File: src/rtl/txf_pkg.sv
package txf_pkg;

  // Strobes the control side issues to the storage side each cycle.
  typedef struct packed {
    logic push;   // commit the held host byte
    logic pop;    // drop the head byte
    logic flush;  // empty the buffer
  } txfStrobes_t;

endpackage

File: src/rtl/txfDatapath.sv
module txfDatapath
  import txf_pkg::*;
#(
  parameter int DATA_W = 8,
  parameter int DEPTH  = 8
) (
  input  logic                           clk,
  input  logic                           rstN,
  input  txfStrobes_t                    strobes,
  input  logic [DATA_W-1:0]              wrData,
  output logic [DATA_W-1:0]              rdData,
  output logic [$clog2(DEPTH+1)-1:0]     occupancy,
  output logic                           empty
);

  localparam int PTR_W = $clog2(DEPTH);
  localparam int CNT_W = $clog2(DEPTH + 1);
  localparam logic [PTR_W-1:0] LAST_PTR = PTR_W'(DEPTH - 1);
  localparam bit IS_POW2 = (DEPTH == (1 << PTR_W));

  logic [DATA_W-1:0] mem [DEPTH];
  logic [PTR_W-1:0]  wrPtr, rdPtr, wrPtrNext, rdPtrNext;

  // Pointer wrap: free rollover for power-of-two depths, compare otherwise.
  generate
    if (IS_POW2) begin : g_wrap_pow2
      assign wrPtrNext = wrPtr + PTR_W'(1);
      assign rdPtrNext = rdPtr + PTR_W'(1);
    end else begin : g_wrap_cmp
      assign wrPtrNext = (wrPtr == LAST_PTR) ? '0 : wrPtr + PTR_W'(1);
      assign rdPtrNext = (rdPtr == LAST_PTR) ? '0 : rdPtr + PTR_W'(1);
    end
  endgenerate

  always_ff @(posedge clk) begin
    if (strobes.push) begin
      mem[wrPtr] <= wrData;
    end
  end

  always_ff @(posedge clk or negedge rstN) begin
    if (!rstN) begin
      wrPtr     <= '0;
      rdPtr     <= '0;
      occupancy <= '0;
    end else if (strobes.flush) begin
      wrPtr     <= '0;
      rdPtr     <= '0;
      occupancy <= '0;
    end else begin
      if (strobes.push) wrPtr <= wrPtrNext;
      if (strobes.pop)  rdPtr <= rdPtrNext;
      case ({strobes.push, strobes.pop})
        2'b10:   occupancy <= occupancy + CNT_W'(1);
        2'b01:   occupancy <= occupancy - CNT_W'(1);
        default: occupancy <= occupancy;
      endcase
    end
  end

  assign rdData = mem[rdPtr];
  assign empty  = (occupancy == '0);

endmodule

File: src/rtl/txfControl.sv
module txfControl
  import txf_pkg::*;
#(
  parameter int DEPTH        = 8,
  parameter int PULSE_CYCLES = 80,
  parameter int SYNC_STAGES  = 2
) (
  input  logic                           clk,
  input  logic                           rstN,
  input  logic                           hostWrN,
  input  logic                           popReq,
  input  logic                           underflowIn,
  input  logic                           collisionIn,
  input  logic [$clog2(DEPTH+1)-1:0]     occupancy,
  input  logic                           fifoEmpty,
  output txfStrobes_t                    strobes,
  output logic                           txReady,
  output logic                           retxPulse,
  output logic                           overflow
);

  localparam int CNT_W  = $clog2(DEPTH + 1);
  localparam int RES_W  = CNT_W + 1;
  localparam logic [RES_W-1:0] DEPTH_V = RES_W'(DEPTH);
  localparam int PCNT_W = (PULSE_CYCLES > 1) ? $clog2(PULSE_CYCLES) : 1;
  localparam logic [PCNT_W-1:0] PULSE_LAST = PCNT_W'(PULSE_CYCLES - 1);

  // Strobe synchronizer and edge detector
  logic [SYNC_STAGES-1:0] wrSync;
  logic                   wrPrev;
  logic                   wrLevel, fallEdge, riseEdge;

  always_ff @(posedge clk or negedge rstN) begin
    if (!rstN) begin
      wrSync <= '1;
      wrPrev <= 1'b1;
    end else begin
      wrSync <= {wrSync[SYNC_STAGES-2:0], hostWrN};
      wrPrev <= wrLevel;
    end
  end

  assign wrLevel  = wrSync[SYNC_STAGES-1];
  assign fallEdge = wrPrev & ~wrLevel;
  assign riseEdge = ~wrPrev & wrLevel;

  // Retransmit timer
  logic              retxActive;
  logic [PCNT_W-1:0] pulseCnt;
  logic              retxEvent, flushNow;

  assign retxEvent = underflowIn | collisionIn;
  assign flushNow  = retxActive | retxEvent;

  always_ff @(posedge clk or negedge rstN) begin
    if (!rstN) begin
      retxActive <= 1'b1;
      pulseCnt   <= '0;
    end else if (retxEvent) begin
      retxActive <= 1'b1;
      pulseCnt   <= PULSE_LAST;
    end else if (retxActive) begin
      if (pulseCnt == '0) retxActive <= 1'b0;
      else                pulseCnt   <= pulseCnt - PCNT_W'(1);
    end
  end

  // Slot reservation: a started write holds a slot until it commits
  logic             armed;
  logic [RES_W-1:0] reserved;
  logic             readyInt;

  assign reserved = {1'b0, occupancy} + {{CNT_W{1'b0}}, armed};
  assign readyInt = ~retxActive & (reserved < DEPTH_V);

  always_ff @(posedge clk or negedge rstN) begin
    if (!rstN) begin
      armed    <= 1'b0;
      overflow <= 1'b0;
    end else begin
      if (flushNow)                  armed <= 1'b0;
      else if (fallEdge && readyInt) armed <= 1'b1;
      else if (riseEdge)             armed <= 1'b0;
      if (fallEdge && !readyInt)     overflow <= 1'b1;
    end
  end

  always_comb begin
    strobes.flush = flushNow;
    strobes.push  = riseEdge & armed & ~flushNow;
    strobes.pop   = popReq & ~fifoEmpty & ~flushNow;
  end

  assign txReady   = readyInt;
  assign retxPulse = retxActive;

endmodule

File: src/rtl/txFifoFlush.sv
module txFifoFlush
  import txf_pkg::*;
#(
  parameter int DATA_W       = 8,
  parameter int DEPTH        = 8,
  parameter int PULSE_CYCLES = 80
) (
  input  logic              clk,
  input  logic              rstN,
  input  logic [DATA_W-1:0] hostData,
  input  logic              hostWrN,
  output logic              txReady,
  output logic              overflow,
  input  logic              popReq,
  output logic [DATA_W-1:0] popData,
  output logic              txEmpty,
  input  logic              underflowIn,
  input  logic              collisionIn,
  output logic              retxPulse
);

  localparam int CNT_W = $clog2(DEPTH + 1);

  txfStrobes_t      strobes;
  logic [CNT_W-1:0] occupancy;

  txfControl #(
    .DEPTH        (DEPTH),
    .PULSE_CYCLES (PULSE_CYCLES),
    .SYNC_STAGES  (2)
  ) u_control (
    .clk         (clk),
    .rstN        (rstN),
    .hostWrN     (hostWrN),
    .popReq      (popReq),
    .underflowIn (underflowIn),
    .collisionIn (collisionIn),
    .occupancy   (occupancy),
    .fifoEmpty   (txEmpty),
    .strobes     (strobes),
    .txReady     (txReady),
    .retxPulse   (retxPulse),
    .overflow    (overflow)
  );

  txfDatapath #(
    .DATA_W (DATA_W),
    .DEPTH  (DEPTH)
  ) u_datapath (
    .clk       (clk),
    .rstN      (rstN),
    .strobes   (strobes),
    .wrData    (hostData),
    .rdData    (popData),
    .occupancy (occupancy),
    .empty     (txEmpty)
  );

endmodule

File: config.mk
export PLATFORM = sky130hd
export DESIGN_NAME = txFifoFlush
export DESIGN_NICKNAME = d
export VERILOG_FILES = /design/src/rtl/txf_pkg.sv /design/src/rtl/txfDatapath.sv /design/src/rtl/txfControl.sv /design/src/rtl/txFifoFlush.sv
export SDC_FILE = /design/constraint.sdc
export NUM_CORES = 1
export LEC_CHECK = 0
export CAP_MARGIN = 20
export CORE_ASPECT_RATIO = 0.9
export CORE_MARGIN = 5
export CORE_UTILIZATION = 30
export CTS_CLUSTER_SIZE = 20
export DETAILED_ROUTE_END_ITERATION = 16
export DONT_BUFFER_PORTS = 1
export GPL_TIMING_DRIVEN = 0
export PLACE_DENSITY = 0.48
export SETUP_SLACK_MARGIN = 0.2
export SKIP_LAST_GASP = 1
export SLEW_MARGIN = 20
export SYNTH_ARGS = -nofsm -noshare
export SYNTH_HDL_FRONTEND = slang
export SYNTH_SLANG_ARGS = --single-unit
File: constraint.sdc
create_clock -name clk -period 4.75 [get_ports clk]
set_input_delay 0.7125 -clock clk [delete_from_list [all_inputs] [get_ports clk]]
set_output_delay 0.7125 -clock clk [all_outputs]
set_load 0.02 [all_outputs]
==> results_dict.tcl <==
set metrics [dict create \
    synth_nets 244 \
    post-cts-setup-buffers 0 \
    grtUsageTotal 0.1015 \
    dieArea_um2 14560 \
    synth_top_area_share 0.5233 \
    synth-edff-count 64 \
    insertion_delay_ps 330 \
    worstHoldPathType "primary input to async pin" \
    diodes 0 \
    worst_pin_slew_ps 972.9 \
    drive_gt1_frac 0.2167 \
    yosysTopAreaCell "edfxtp_1" \
    syn_area_per_cell_um2 16.47 \
    syn_inst 223 \
    drc 0 \
    syn2layout_area_growth_pct 13.29 \
    antenna_found_initial 0 \
    routed_wl_um 6778 \
    dp_hpwl_um 4545 \
    cts.root.buffer_cell "clkbuf_16" \
    ant_nets 0 \
    critPathCaptureType "output pin" \
    worstSetupPathType "flip-flop to output pin" \
    fill_cells 1122 \
    synth_area_leaders "edfxtp_1 (52%), dfrtp_1 (13%), mux4_2 (9.8%), dfstp_2 (2.9%), mux2_2 (2.5%)" \
    cts_tree "done" \
    place_area_um2 3897 \
    required_ps 4040 \
    hold_buffers 0 \
    synth_warnings 0 \
    yosys.cell_types.count 39 \
    maxSlewHeadroom 0.3490 \
    ioPinCount 26 \
    synthFlopType "edfxtp_1" \
    core-area_um2 12030 \
    clock_skew_ps 5.179 \
    ys_seq_elements 87 \
    grt_overflow 0 \
    rsz0062_at_grt "false" \
    maxCapViolCount 0 \
    cts.reportedPaths.clkPinSlew_ps 60 \
    via_count 1847 \
    cts_buffers 9 \
    via_per_inst 4.618 \
    pwr_density_cell_nw_per_um2 349.0 \
    grt_pass1_vias 1914 \
    num-nets-final 257 \
    die_h_um 115.0 \
    finalCritPeriodShare 0.6791 \
    finalSetupTns_ps 0 \
    hold_violations 0 \
    peakVddDrop_uv 138.8 \
    max_freq_mhz 310.0 \
    final-setup-viol-count 0 \
    cts_max_level 3 \
    cts_resized 0 \
    start_util 0.3053 \
    post-route-cell-area_um2 4160 \
    drtIter0Drc 101 \
    grt_pass1_wl_um 10870 \
    io_buffer_count 0 \
    syn_area_um2 3672 \
    die_w_um 126.6 \
    period_minus_slack_ps 3226 \
    seq_area_frac_synth 0.6814 \
    drtPass1Iterations 4 \
    status "completed" \
    startpoint_type "flip-flop" \
    maxSlewViolCount 0 \
    place.gp.congestion 0.6733 \
    leakagePower_uw 0.001367 \
    ctsLongestPathBuffers 2 \
    cts_sinks 87 \
    cp_max_fo 10 \
    arrival_ps 2510 \
    wl_per_cell_um 16.95 \
    grt_max_degree 24 \
    whs_ps 69.46 \
    ys_async_sr_fraction 0.2644 \
    std_cell_rows 38 \
]
## synthesized netlist by cell type, types with 5 or more instances
cell type / count
xor2_1: 5
dfrtp_1: 19
edfxtp_1: 64
mux4_2: 16
clkbuf_1: 5
nor3_1: 9
nand2_1: 13
mux2_2: 8
nor2_1: 21
xnor2_1: 5
ha_1: 6
## state kept, by name, indices dropped and copies added (netlist names)
register              flops
u_control.armed           1
u_control.overflow        1
u_control.pulseCnt        7
u_control.retxPulse       1
u_control.wrPrev          1
u_control.wrSync          2
u_datapath.mem           64
u_datapath.occupancy      4
u_datapath.rdPtr          3
u_datapath.wrPtr          3
## critical path, stage by stage, from the launching register on
cell      delay [ps]
dfrtp_1          350
clkbuf_1         480
clkbuf_1         600
mux4_2           410
mux2_2           340
## logic make-up (layout without fill, tap and decap cells)
kind of cell             after synthesis  count (layout)  synth area share
AO/OA/AOI/OAI                         15              15           0.03135
XOR/XNOR                              10              10           0.02385
adder cells (fa/ha/maj)                7               7           0.02589
buffers and inverters                 12              29           0.01499
flip-flops                            87              87            0.6814
multiplexers                          28              28            0.1336
AND/OR/NAND/NOR                       64              64           0.08893
## path summary, 6_finish.rpt
path / slack [ps] / from / cells past startpoint / to
min: 70 / rstN / 0 / u_control.pulseCnt[3]
max in group asynchronous: 4500 / rstN / 0 / u_control.wrSync[0]
min reg2reg: 360 / u_control.wrSync[0] / 0 / u_control.wrSync[1]
max reg2reg: 1870 / u_control.retxPulse / 9 / u_datapath.occupancy[3]
max: 1520 / u_datapath.rdPtr[1] / 4 / popData[4]
min in group clk: 360 / u_control.wrSync[0] / 0 / u_control.wrSync[1]
## cells in the final DEF (no fill, tap or decap), types with 2 or more instances in the layout
master     netlist  layout
edfxtp_1        64      64
nor2_1          21      21
dfrtp_1         19      19
mux4_2          16      16
nand2_1         13      13
clkbuf_16        0       9
mux2_2           8       8
nor3_1           9       7
clkbuf_1         5       6
ha_1             6       6
xor2_1           5       5
xnor2_1          5       5
nand2b_1         4       4
o21ai_0          4       4
mux2i_1          4       4
o211ai_1         4       4
dfstp_2          4       4
or3_1            3       3
inv_1            3       3
nor3_2           1       3
a21oi_1          3       3
buf_2            2       2
nand3b_1         2       2
nand3_1          2       2
inv_6            0       2
buf_4            0       2
## cell type report
class                   count  area (µm²)  share of cell area
flip-flops and latches     87        2502              0.6015
multi-input cells         124        1125              0.2704
clock buffers              10       229.0             0.05504
well taps                 160       200.2             0.04812
plain buffers               9       43.79             0.01053
clock inverters             5       33.78            0.008120
repair buffers              2       15.01            0.003609
inverters                   3       11.26            0.002707
## per-stage QoR
step / utilization / total power, µW / setup WS, ps / cells
detailed placement: 0.3240 / 842.3 / 1617 / 385
floorplan: - / 840.9 / 1982 / 223
CTS: 0.3459 / 1475 / 1446 / 400
global placement: 0.3219 / 842.1 / 1383 / 383
finish: 0.3459 / 1452 / 1524 / 400
global route: 0.3459 / 1513 / 1388 / 400
## routing by layer
| metal | routed length [µm] | track usage | up-vias |
|---|---|---|---|
| li1 | - | - | 879 |
| met1 | 3049 | 0.1282 | 928 |
| met2 | 3283 | 0.1590 | 29 |
| met3 | 314 | 0.03391 | 11 |
| met4 | 130 | 0.04718 | 0 |
| met5 | 0 | 0 | - |
## where the power goes
| part | total (µW) | switching (µW) | internal, µW | leakage (µW) |
|---|---|---|---|---|
| Sequential | 822 | 1.80 | 820 | 0.000853 |
| Clock | 625 | 273 | 352 | 0.000127 |
| Combinational | 4.47 | 2.36 | 2.11 | 0.000387 |
| Total | 1450 | 277 | 1170 | 0.00137 |
(Power assumes the default switching activity.)
